==> config.mk <==
export PLATFORM = sky130hd
export DESIGN_NAME = sbc_decoder
export DESIGN_NICKNAME = d
export VERILOG_FILES = /design/src/rtl/sbc_pkg.sv /design/src/rtl/sbc_classify.sv /design/src/rtl/sbc_seq.sv /design/src/rtl/sbc_capture.sv /design/src/rtl/sbc_decoder.sv
export SDC_FILE = /design/constraint.sdc
export NUM_CORES = 1
export LEC_CHECK = 0
export BUFFER_PORTS_ARGS = -buffer_cell sky130_fd_sc_hd__buf_2
export CAP_MARGIN = 20
export CORE_MARGIN = 4
export CORE_UTILIZATION = 30
export CTS_CLUSTER_DIAMETER = 40
export DETAILED_ROUTE_END_ITERATION = 7
export GPL_ROUTABILITY_DRIVEN = 0
export SYNTH_ARGS = -nofsm -noshare
export SYNTH_HDL_FRONTEND = slang
export SYNTH_SLANG_ARGS = --single-unit
==> constraint.sdc <==
create_clock -name clk -period 3.75 [get_ports clk]
set_input_delay 0.5625 -clock clk [delete_from_list [all_inputs] [get_ports clk]]
set_output_delay 0.5625 -clock clk [all_outputs]
set_load 0.02 [all_outputs]
==> src/rtl/sbc_pkg.sv <==
package sbc_pkg;

  localparam int NKNOWN = 7;
  localparam int NTYPES = NKNOWN + 1;

  localparam int IDX_SHUTDOWN = 0;
  localparam int IDX_INVAL    = 1;
  localparam int IDX_STOPGNT  = 2;
  localparam int IDX_HALT     = 3;
  localparam int IDX_WBINVAL  = 4;
  localparam int IDX_FLUSHACK = 5;
  localparam int IDX_BTRACE   = 6;
  localparam int IDX_UNKNOWN  = 7;

  // byte-enable code for each known special cycle
  function automatic logic [7:0] map_be(input int idx);
    case (idx)
      IDX_SHUTDOWN: map_be = 8'hFE;
      IDX_INVAL:    map_be = 8'hFD;
      IDX_STOPGNT:  map_be = 8'hFB;
      IDX_HALT:     map_be = 8'hFB;
      IDX_WBINVAL:  map_be = 8'hF7;
      IDX_FLUSHACK: map_be = 8'hEF;
      IDX_BTRACE:   map_be = 8'hDF;
      default:      map_be = 8'hFF;
    endcase
  endfunction

  // byte address that goes with each byte-enable code
  function automatic logic [31:0] map_addr(input int idx);
    case (idx)
      IDX_STOPGNT: map_addr = 32'h0000_0010;
      default:     map_addr = 32'h0000_0000;
    endcase
  endfunction

  // cycle-definition combination shared by all special cycles
  function automatic logic is_special(input logic dc, input logic mio, input logic wr);
    return !dc && !mio && wr;
  endfunction

endpackage

==> src/rtl/sbc_classify.sv <==
module sbc_classify
  import sbc_pkg::*;
#(
  parameter int BE_W    = 8,
  parameter int ADDR_HI = 31,
  parameter int ADDR_LO = 3
) (
  input  logic                       special_i,
  input  logic [BE_W-1:0]            be_i,
  input  logic [ADDR_HI:ADDR_LO]     addr_i,
  output logic [NTYPES-1:0]          kind_o
);

  logic [NKNOWN-1:0] hit;

  for (genvar g = 0; g < NKNOWN; g++) begin : g_entry
    localparam logic [7:0]  BEV = map_be(g);
    localparam logic [31:0] AV  = map_addr(g);
    assign hit[g] = (be_i == BEV[BE_W-1:0]) && (addr_i == AV[ADDR_HI:ADDR_LO]);
  end

  always_comb begin
    kind_o = '0;
    if (special_i) begin
      kind_o[NKNOWN-1:0]  = hit;
      kind_o[IDX_UNKNOWN] = ~|hit;
    end
  end

endmodule

==> src/rtl/sbc_seq.sv <==
module sbc_seq
  import sbc_pkg::*;
(
  input  logic              clk,
  input  logic              rst,
  input  logic              ads_i,
  input  logic              special_i,
  input  logic [NTYPES-1:0] kind_i,
  output logic              rdy_o,
  output logic [NTYPES-1:0] type_o,
  output logic              accept_o,
  output logic              cap_src_o,
  output logic              cap_tgt_o
);

  logic              rdy_q;
  logic [NTYPES-1:0] type_q;
  logic              second_q;

  assign accept_o  = ads_i && special_i && !rdy_q;
  assign cap_src_o = rdy_q && type_q[IDX_BTRACE];
  assign cap_tgt_o = second_q;

  always_ff @(posedge clk) begin
    if (rst) begin
      rdy_q    <= 1'b0;
      type_q   <= '0;
      second_q <= 1'b0;
    end else begin
      rdy_q    <= accept_o || cap_src_o;
      type_q   <= accept_o ? kind_i : '0;
      second_q <= cap_src_o;
    end
  end

  assign rdy_o  = rdy_q;
  assign type_o = type_q;

endmodule

==> src/rtl/sbc_capture.sv <==
module sbc_capture #(
  parameter int DATA_W = 32
) (
  input  logic              clk,
  input  logic              rst,
  input  logic              cap_src_i,
  input  logic              cap_tgt_i,
  input  logic [DATA_W-1:0] data_i,
  output logic              valid_o,
  output logic [DATA_W-1:0] src_o,
  output logic [DATA_W-1:0] tgt_o
);

  always_ff @(posedge clk) begin
    if (rst) begin
      src_o   <= '0;
      tgt_o   <= '0;
      valid_o <= 1'b0;
    end else begin
      if (cap_src_i) src_o <= data_i;
      if (cap_tgt_i) tgt_o <= data_i;
      valid_o <= cap_tgt_i;
    end
  end

endmodule

==> src/rtl/sbc_decoder.sv <==
module sbc_decoder
  import sbc_pkg::*;
#(
  parameter int BE_W    = 8,
  parameter int ADDR_HI = 31,
  parameter int ADDR_LO = 3,
  parameter int DATA_W  = 32
) (
  input  logic                   clk,
  input  logic                   rst,
  input  logic                   ads_i,
  input  logic                   dc_i,
  input  logic                   mio_i,
  input  logic                   wr_i,
  input  logic [BE_W-1:0]        be_i,
  input  logic [ADDR_HI:ADDR_LO] addr_i,
  input  logic [DATA_W-1:0]      data_i,
  output logic                   rdy_o,
  output logic [NTYPES-1:0]      type_o,
  output logic                   trace_valid_o,
  output logic [DATA_W-1:0]      trace_src_o,
  output logic [DATA_W-1:0]      trace_tgt_o
);

  logic              special;
  logic [NTYPES-1:0] kind;
  logic              accept;
  logic              cap_src;
  logic              cap_tgt;

  assign special = is_special(dc_i, mio_i, wr_i);

  sbc_classify #(
    .BE_W    (BE_W),
    .ADDR_HI (ADDR_HI),
    .ADDR_LO (ADDR_LO)
  ) classify_i (
    .special_i (special),
    .be_i      (be_i),
    .addr_i    (addr_i),
    .kind_o    (kind)
  );

  sbc_seq seq_i (
    .clk       (clk),
    .rst       (rst),
    .ads_i     (ads_i),
    .special_i (special),
    .kind_i    (kind),
    .rdy_o     (rdy_o),
    .type_o    (type_o),
    .accept_o  (accept),
    .cap_src_o (cap_src),
    .cap_tgt_o (cap_tgt)
  );

  sbc_capture #(
    .DATA_W (DATA_W)
  ) capture_i (
    .clk       (clk),
    .rst       (rst),
    .cap_src_i (cap_src),
    .cap_tgt_i (cap_tgt),
    .data_i    (data_i),
    .valid_o   (trace_valid_o),
    .src_o     (trace_src_o),
    .tgt_o     (trace_tgt_o)
  );

endmodule

==> results by group, run 1 <==
Power
  – Peak supply drop: about 0.00016 V
  – Total chip power: 1.65 mW
  – Leakage power total: around 1.7 nW
  – Pwr dens: between 400 and 500 nW/µm²

Layout
  – Utilization of the core after routing: 0.433
  – Non-filler instance count after layout: 556
  – Layout area overhead: 39.4%
  – Leading cell type in the layout, fill and taps excluded: buf_2
  – Commonest cells after routing, fill and taps aside: buf_2, dfxtp_1, nand2_1, nor2_1, a21oi_1
  – Nets: 518
  – Number of diodes added for antenna fixing: 0
  – Ratio of cells with drive above 1 in the final layout: 0.388
  – Summed area of non-filler cells in the final layout: 3810 µm²
  – Filler cell count: 894

Worst setup path
  – Cell with the biggest individual delay on the critical path: or4_4
  – Endpoint arrival time on the critical path: 1.94 ns
  – Setup crit start kind: input pin
  – Slowest stage delay, CP: around 0.59 ns
  – Setup crit end kind: register
  – Cells along the critical path: buf_2 -> nor4_1 -> nand3_1 -> or4_4 -> nor4_2
  – Critical Path Fanout Max: 3
  – Startpoint-to-endpoint class of the critical path: in -> reg
  – Start point of the critical path: addr_i[22]
  – Origin of the critical flop-to-flop path: seq_i.rdy_o
  – Required time worst endpoint: 3.99 ns

Floorplanning
  – Floorplan core area: ~8800 µm²
  – Placement row count: 34
  – Total Die Area: 10700 µm²
  – I/O pin count: 149
  – DIE HEIGHT: 103 µm
  – Horizontal extent of the die: 103 µm
  – Starting density of the core: 0.310

Routing
  – Drt pass-1 iters: 4
  – Final routed DRC violation total: 0
  – Antenna Violating Nets Remaining: 0
  – Initial DRC count: 55
  – Final wirelength: ~7.3 mm
  – Vias: 2587
  – Routed length per placed instance: 13.2 µm
  – Via density per instance: roughly 4.7

Synthesis
  – Count of mapped cells out of synthesis: about 300
  – Adder-cell share of the synthesized area: 0
  – Post-synth net total: about 380
  – Number of flip-flops and latches in the synthesized netlist: 75
  – Leading area contributor after synthesis: dfxtp_1
  – Area of the mapped netlist: 2730 µm²
  – Post-synthesis xor/xnor area fraction: 0.00321
  – Post-synthesis simple-gate area fraction: 0.227
  – Area share of the largest cell type after synthesis: 0.549
  – Synth area leaders: dfxtp_1, mux2i_1, nand2_1, a21oi_1, nor2_1
  – Number of distinct library cells after synthesis: 30
  – Fraction of synthesized area in multiplexers: 0.117
  – Complex-gate fraction of the synthesized area: 0.0719
  – Mean area per synthesized cell: ~9 µm²
  – Dominant combinational cell family by area after synthesis: simple AND/OR/NAND/NOR gates
  – Number of warning messages in the yosys log: 0
  – Sequential cell area fraction in the yosys report: 0.549

Clock tree
  – Clock tree from TritonCTS: built
  – Setup repair bufs after CTS: 0
  – TritonCTS Buffers: 9
  – Worst skew pair latency: around 0.34 ns
  – Clk sinks: 75
  – Clock tree root driver cell: clkbuf_8
  – Number of buffers on the longest clock path: 2
  – Quantity of hold-fixing buffers added after cts: 0
  – Register clock-pin slew on the reported worst setup and hold paths: 0.07 ns
  – Resize count post-CTS: 0
  – Number of levels the H-tree was split into: 3

Placed design
  – Number of placed instances, taps included: 540
  – Port-buffer cells: 148
  – HPWL after DPL: 5.39 mm
  – Total cell area at the placement stage: approximately 3500 µm²
  – DP Worst Slack: 1.69 ns

Timing
  – Post-route setup TNS: 0 ns
  – Ratio of final minimum period to clock period: 0.453
  – RSZ-0062 raised after global routing: false
  – Slew at the pin with the worst max-slew slack: 1.06 ns
  – Setup slack after layout: roughly 2.1 ns
  – Count of final setup violators: 0
  – Relative slew margins: 0.291
  – Final Max Tran Viols: 0
  – Maximum clock frequency: 589 MHz
  – Largest clock skew in the final design: 0.0123 ns
  – Tightest hold margin: 0.421 ns
  – Final min period: approximately 1.7 ns
  – Final hold violation count: 0

Global routing
  – Number of antenna violations at the first check in global routing: 0
  – Vias in the first global route: 2485
  – Gr ovfl total: 0
  – GRT Resource Usage Total: 0.136
  – Wire length of the first global-routing pass: between 10 and 15 mm
  – Pin count of the biggest net entering global routing: 68

Run
  – Max-Cap Viols: 0

Worst hold path
  – Tightest Hold Check Type: in -> reg
  – Startpoint of the lowest-slack hold path: addr_i[4]

Outcome
  – Status: complete, no violations
critical path, delay by kind of cell:
| family | cells | cell delay (ns) |
|---|---|---|
| and+or+nand+nor | 4 | 1.28 |
| buffers and inverters | 1 | 0.09 |
metal layers:
metal,global-route usage,vias to the layer above,routed length (µm)
li1,-,1294,-
met3,0.0443,7,648
met5,0,-,0
met1,0.159,1177,3090
met2,0.231,109,3510
met4,0.0538,0,82
sequential cells by signal, summed over array words and instances (netlist names):
register,count
seq_i.cap_tgt_o,1
capture_i.src_o,32
capture_i.tgt_o,32
seq_i.rdy_o,1
seq_i.type_o,8
capture_i.valid_o,1
layout make-up:
class / instances / area [µm²] / area share
repair buffers: 151 / 763 / 0.200
flip-flops and latches: 75 / 1500 / 0.394
multi-input cells: 205 / 1140 / 0.300
clock buffers: 12 / 165 / 0.0433
inverters: 1 / 3.75 / 0.000985
clock inverters: 4 / 95.1 / 0.0250
well taps: 108 / 135 / 0.0355
worst paths after layout:
kind,to,slack [ns],cells after the start
setup / recovery,seq_i.type_o[3],2.05,5
hold reg to reg,capture_i.src_o[14],0.45,2
hold / removal,seq_i.type_o[3],0.42,2
setup reg to reg,capture_i.src_o[13],2.16,4
logic make-up (layout without fill, tap and decap cells):
logic type      after synthesis  count (layout)
mux                          32              32
flops                        75              75
compound gates               37              37
buf+inv                      21             168
xor+xnor                      1               1
simple gates                135             135
Yosys cell counts:
cell / number
o21ai_1: 1
clkbuf_1: 15
nand2_4: 1
inv_1: 1
nand3_1: 1
dfxtp_1: 75
nand4_1: 2
or3b_1: 1
a2111o_1: 1
nor2b_1: 1
nor2_1: 35
xnor2_1: 1
nor4_2: 3
buf_1: 1
nor3_1: 3
o211a_1: 1
nand2b_1: 3
or3_1: 1
or4_4: 1
nor3_2: 1
a21oi_1: 33
nor4_1: 8
nand4b_1: 2
o21ai_0: 1
or2_1: 1
buf_4: 1
mux2i_1: 32
and2_1: 2
nand2_1: 69
buf_2: 3
where the power goes:
| group | switching (mW) | total, mW | internal (mW) |
|---|---|---|---|
| Combinational | 0.0367 | 0.0716 | 0.0349 |
| Clock | 0.287 | 0.783 | 0.496 |
| Sequential | 0.000230 | 0.796 | 0.796 |
| Total | 0.324 | 1.65 | 1.33 |
(Power assumes the default switching activity.)
==> inputs of run 2 (changes only) <==
==> constraint.sdc (replaced) <==
create_clock -name clk -period 1.4 [get_ports clk]
set_input_delay 0.21 -clock clk [delete_from_list [all_inputs] [get_ports clk]]
set_output_delay 0.21 -clock clk [all_outputs]
set_load 0.02 [all_outputs]
==> run 2 against run 1 <==
  * Register-to-register slack got worse by 2.1 ns
  * Critical path type is now reg -> reg
  * First-iteration DRC count fell by 25%
  * Worst hold slack worse by 0.31 ns
  * Via count is 0.27% higher
==> results by group, run 2 (synthesis results as in run 1) <==
Routing
  – Routed length on met2: 3.42 mm (-2.5%)
  – Drt pass-1 iters: 4 (unchanged)
  – Antenna Violating Nets Remaining: 0 (unchanged)
  – Detailed-routed wire length on met3: 691 µm (+6.6%)
  – Top layer in use: met4
  – Final wirelength: 7.35 mm (+0.31%)
  – Routed length per placed instance: 13.0 µm (-1.6%)
  – Initial DRC count: 41 (-25%)
  – DRT met1 WL: 3.16 mm (+2.4%)
  – Via density per instance: 4.57 (-1.7%)
  – Final routed DRC violation total: 0 (unchanged)
  – Vias: 2594 (+0.27%)

Clock tree
  – Quantity of hold-fixing buffers added after cts: 0 (unchanged)
  – Clock tree from TritonCTS: built
  – Clock tree root driver cell: clkbuf_8
  – Register clock-pin slew on the reported worst setup and hold paths: 0.08 ns (about the same)
  – Number of levels the H-tree was split into: 3 (unchanged)
  – Clk sinks: 75 (unchanged)
  – Number of buffers on the longest clock path: 2 (unchanged)
  – Worst skew pair latency: 0.33 ns (about the same)
  – TritonCTS Buffers: 9 (unchanged)

Power
  – Peak supply drop: 0.000521 V (+220%)
  – Leakage power total: 1.72 nW (+2.9%)
  – Pwr dens: 1080 nW/µm² (+150%)
  – Total chip power: 4.22 mW (+160%)

Global routing
  – GRT Resource Usage Total: 0.142 (+0.00529)
  – Gr ovfl total: 0 (unchanged)
  – Wire length of the first global-routing pass: 11.8 mm (+3.5%)
  – Pin count of the biggest net entering global routing: 68 (unchanged)
  – Vias in the first global route: 2524 (+1.6%)
  – Number of antenna violations at the first check in global routing: 0 (unchanged)

Placed design
  – Total cell area at the placement stage: 3650 µm² (+2.8%)
  – HPWL after DPL: 5.59 mm (+3.7%)
  – DP Worst Slack: -0.255 ns (-1.94 ns)
  – Port-buffer cells: 148 (unchanged)

Floorplanning
  – I/O pin count: 149 (unchanged)
  – Starting density of the core: 0.310 (unchanged)
  – DIE HEIGHT: 103 µm (unchanged)
  – Total Die Area: 10700 µm² (unchanged)
  – Horizontal extent of the die: 103 µm (unchanged)
  – Floorplan core area: 8810 µm² (unchanged)
  – Placement row count: 34 (unchanged)

Worst setup path
  – Setup crit end kind: register
  – Worst-case register-to-register setup slack: 0.07 ns (-2.09 ns)
  – Startpoint-to-endpoint class of the critical path: reg -> reg
  – Critical Path Fanout Max: 7 (+4)
  – Depth of the worst register-to-register path: 4 (unchanged)
  – Start point of the critical path: seq_i.rdy_o
  – Setup crit start kind: register
  – Last element of the critical path: seq_i.type_o[1]
  – Reg2reg end: seq_i.type_o[1]
  – Required time worst endpoint: 1.64 ns (-2.35 ns)
  – Origin of the critical flop-to-flop path: seq_i.rdy_o
  – Endpoint arrival time on the critical path: 1.58 ns (-0.36 ns)

Layout
  – Utilization of the core after routing: 0.446 (+0.0129)
  – Leading cell type in the layout, fill and taps excluded: buf_2
  – Nets: 529 (+2.1%)
  – Summed area of non-filler cells in the final layout: 3920 µm² (+3.0%)
  – Layout area overhead: 43.6%
  – Ratio of cells with drive above 1 in the final layout: 0.412 (+0.0234)
  – Commonest cells after routing, fill and taps aside: buf_2, dfxtp_1, nand2_1, nor2_1, a21oi_1
  – Number of diodes added for antenna fixing: 0 (unchanged)

Timing
  – Setup slack after layout: 0.0679 ns (-1.98 ns)
  – Post-route setup TNS: 0 ns (unchanged)
  – Final hold violation count: 0 (unchanged)
  – Ratio of final minimum period to clock period: 0.952
  – Slew at the pin with the worst max-slew slack: 0.705 ns (-0.358 ns)
  – Relative slew margins: 0.530 (+0.239)
  – RSZ-0062 raised after global routing: true
  – Count of final setup violators: 0 (unchanged)
  – Final Max Tran Viols: 0 (unchanged)
  – Largest clock skew in the final design: 0.00809 ns (-0.00421 ns)
  – Maximum clock frequency: ~750 MHz
  – Final min period: 1.33 ns

Worst hold path
  – Tightest Hold Check Type: in -> reg

Run
  – Max-Cap Viols: 0 (unchanged)

Outcome
  – Status: complete, no violations
run 2: layer usage:
layer	up-vias	GRT usage
li1	1313	-
met1	1162	0.165
met2	113	0.235
met3	6	0.0624
met4	0	0.0428
met5	-	0
run 2: how the worst min path moves through the flow:
| stage | startpoint | endpoint | slack (ns) | cells past startpoint |
|---|---|---|---|---|
| floorplan | addr_i[4] | seq_i.type_o[3] | 0.28 | 1 |
| global placement | capture_i.src_o[19] | capture_i.src_o[19] | 0.44 | 2 |
| detailed placement | capture_i.src_o[19] | capture_i.src_o[19] | 0.44 | 2 |
| CTS | data_i[4] | capture_i.src_o[4] | 0.09 | 3 |
| global route | data_i[26] | capture_i.src_o[26] | 0.09 | 3 |
| finish | data_i[26] | capture_i.src_o[26] | 0.11 | 3 |
run 2: worst max-delay path, cell delays in order (launching register included):
cell     delay (ns)
dfxtp_2        0.34
nor2_1         0.08
nand4_1        0.10
or3_4          0.45
nor4_4         0.27
run 2: power by group:
group	leakage, nW	switching, mW	total, mW	internal (mW)
combinational	1.01	0.103	0.200	0.0974
clock	0.112	0.781	1.89	1.11
sequential	0.605	0.000619	2.13	2.13
run 2: layout make-up:
| class | count | area (µm²) |
|---|---|---|
| multi-input combinational | 205 | 1170 |
| tap | 108 | 135 |
| clock inverter | 5 | 83.8 |
| inverter | 1 | 3.75 |
| fill | 891 | 4880 |
| timing repair buffer | 162 | 875 |
| clock buffer | 11 | 151 |
| sequential | 75 | 1500 |
run 2: what timing repair did:
item,in CTS,in global routing
pin swaps,0,4
buffers inserted,0,1
setup endpoints to repair,3,3
gates resized for setup,1,5
run 2: metrics by stage:
| stage | hold slack [ns] | std cells |
|---|---|---|
| 2_1_floorplan | 0.281 | 301 |
| 3_3_place_gp | 0.440 | 550 |
| 3_5_place_dp | 0.445 | 550 |
| 4_1_cts | 0.0874 | 566 |
| 5_1_grt | 0.0921 | 567 |
| 6_report | 0.110 | 567 |
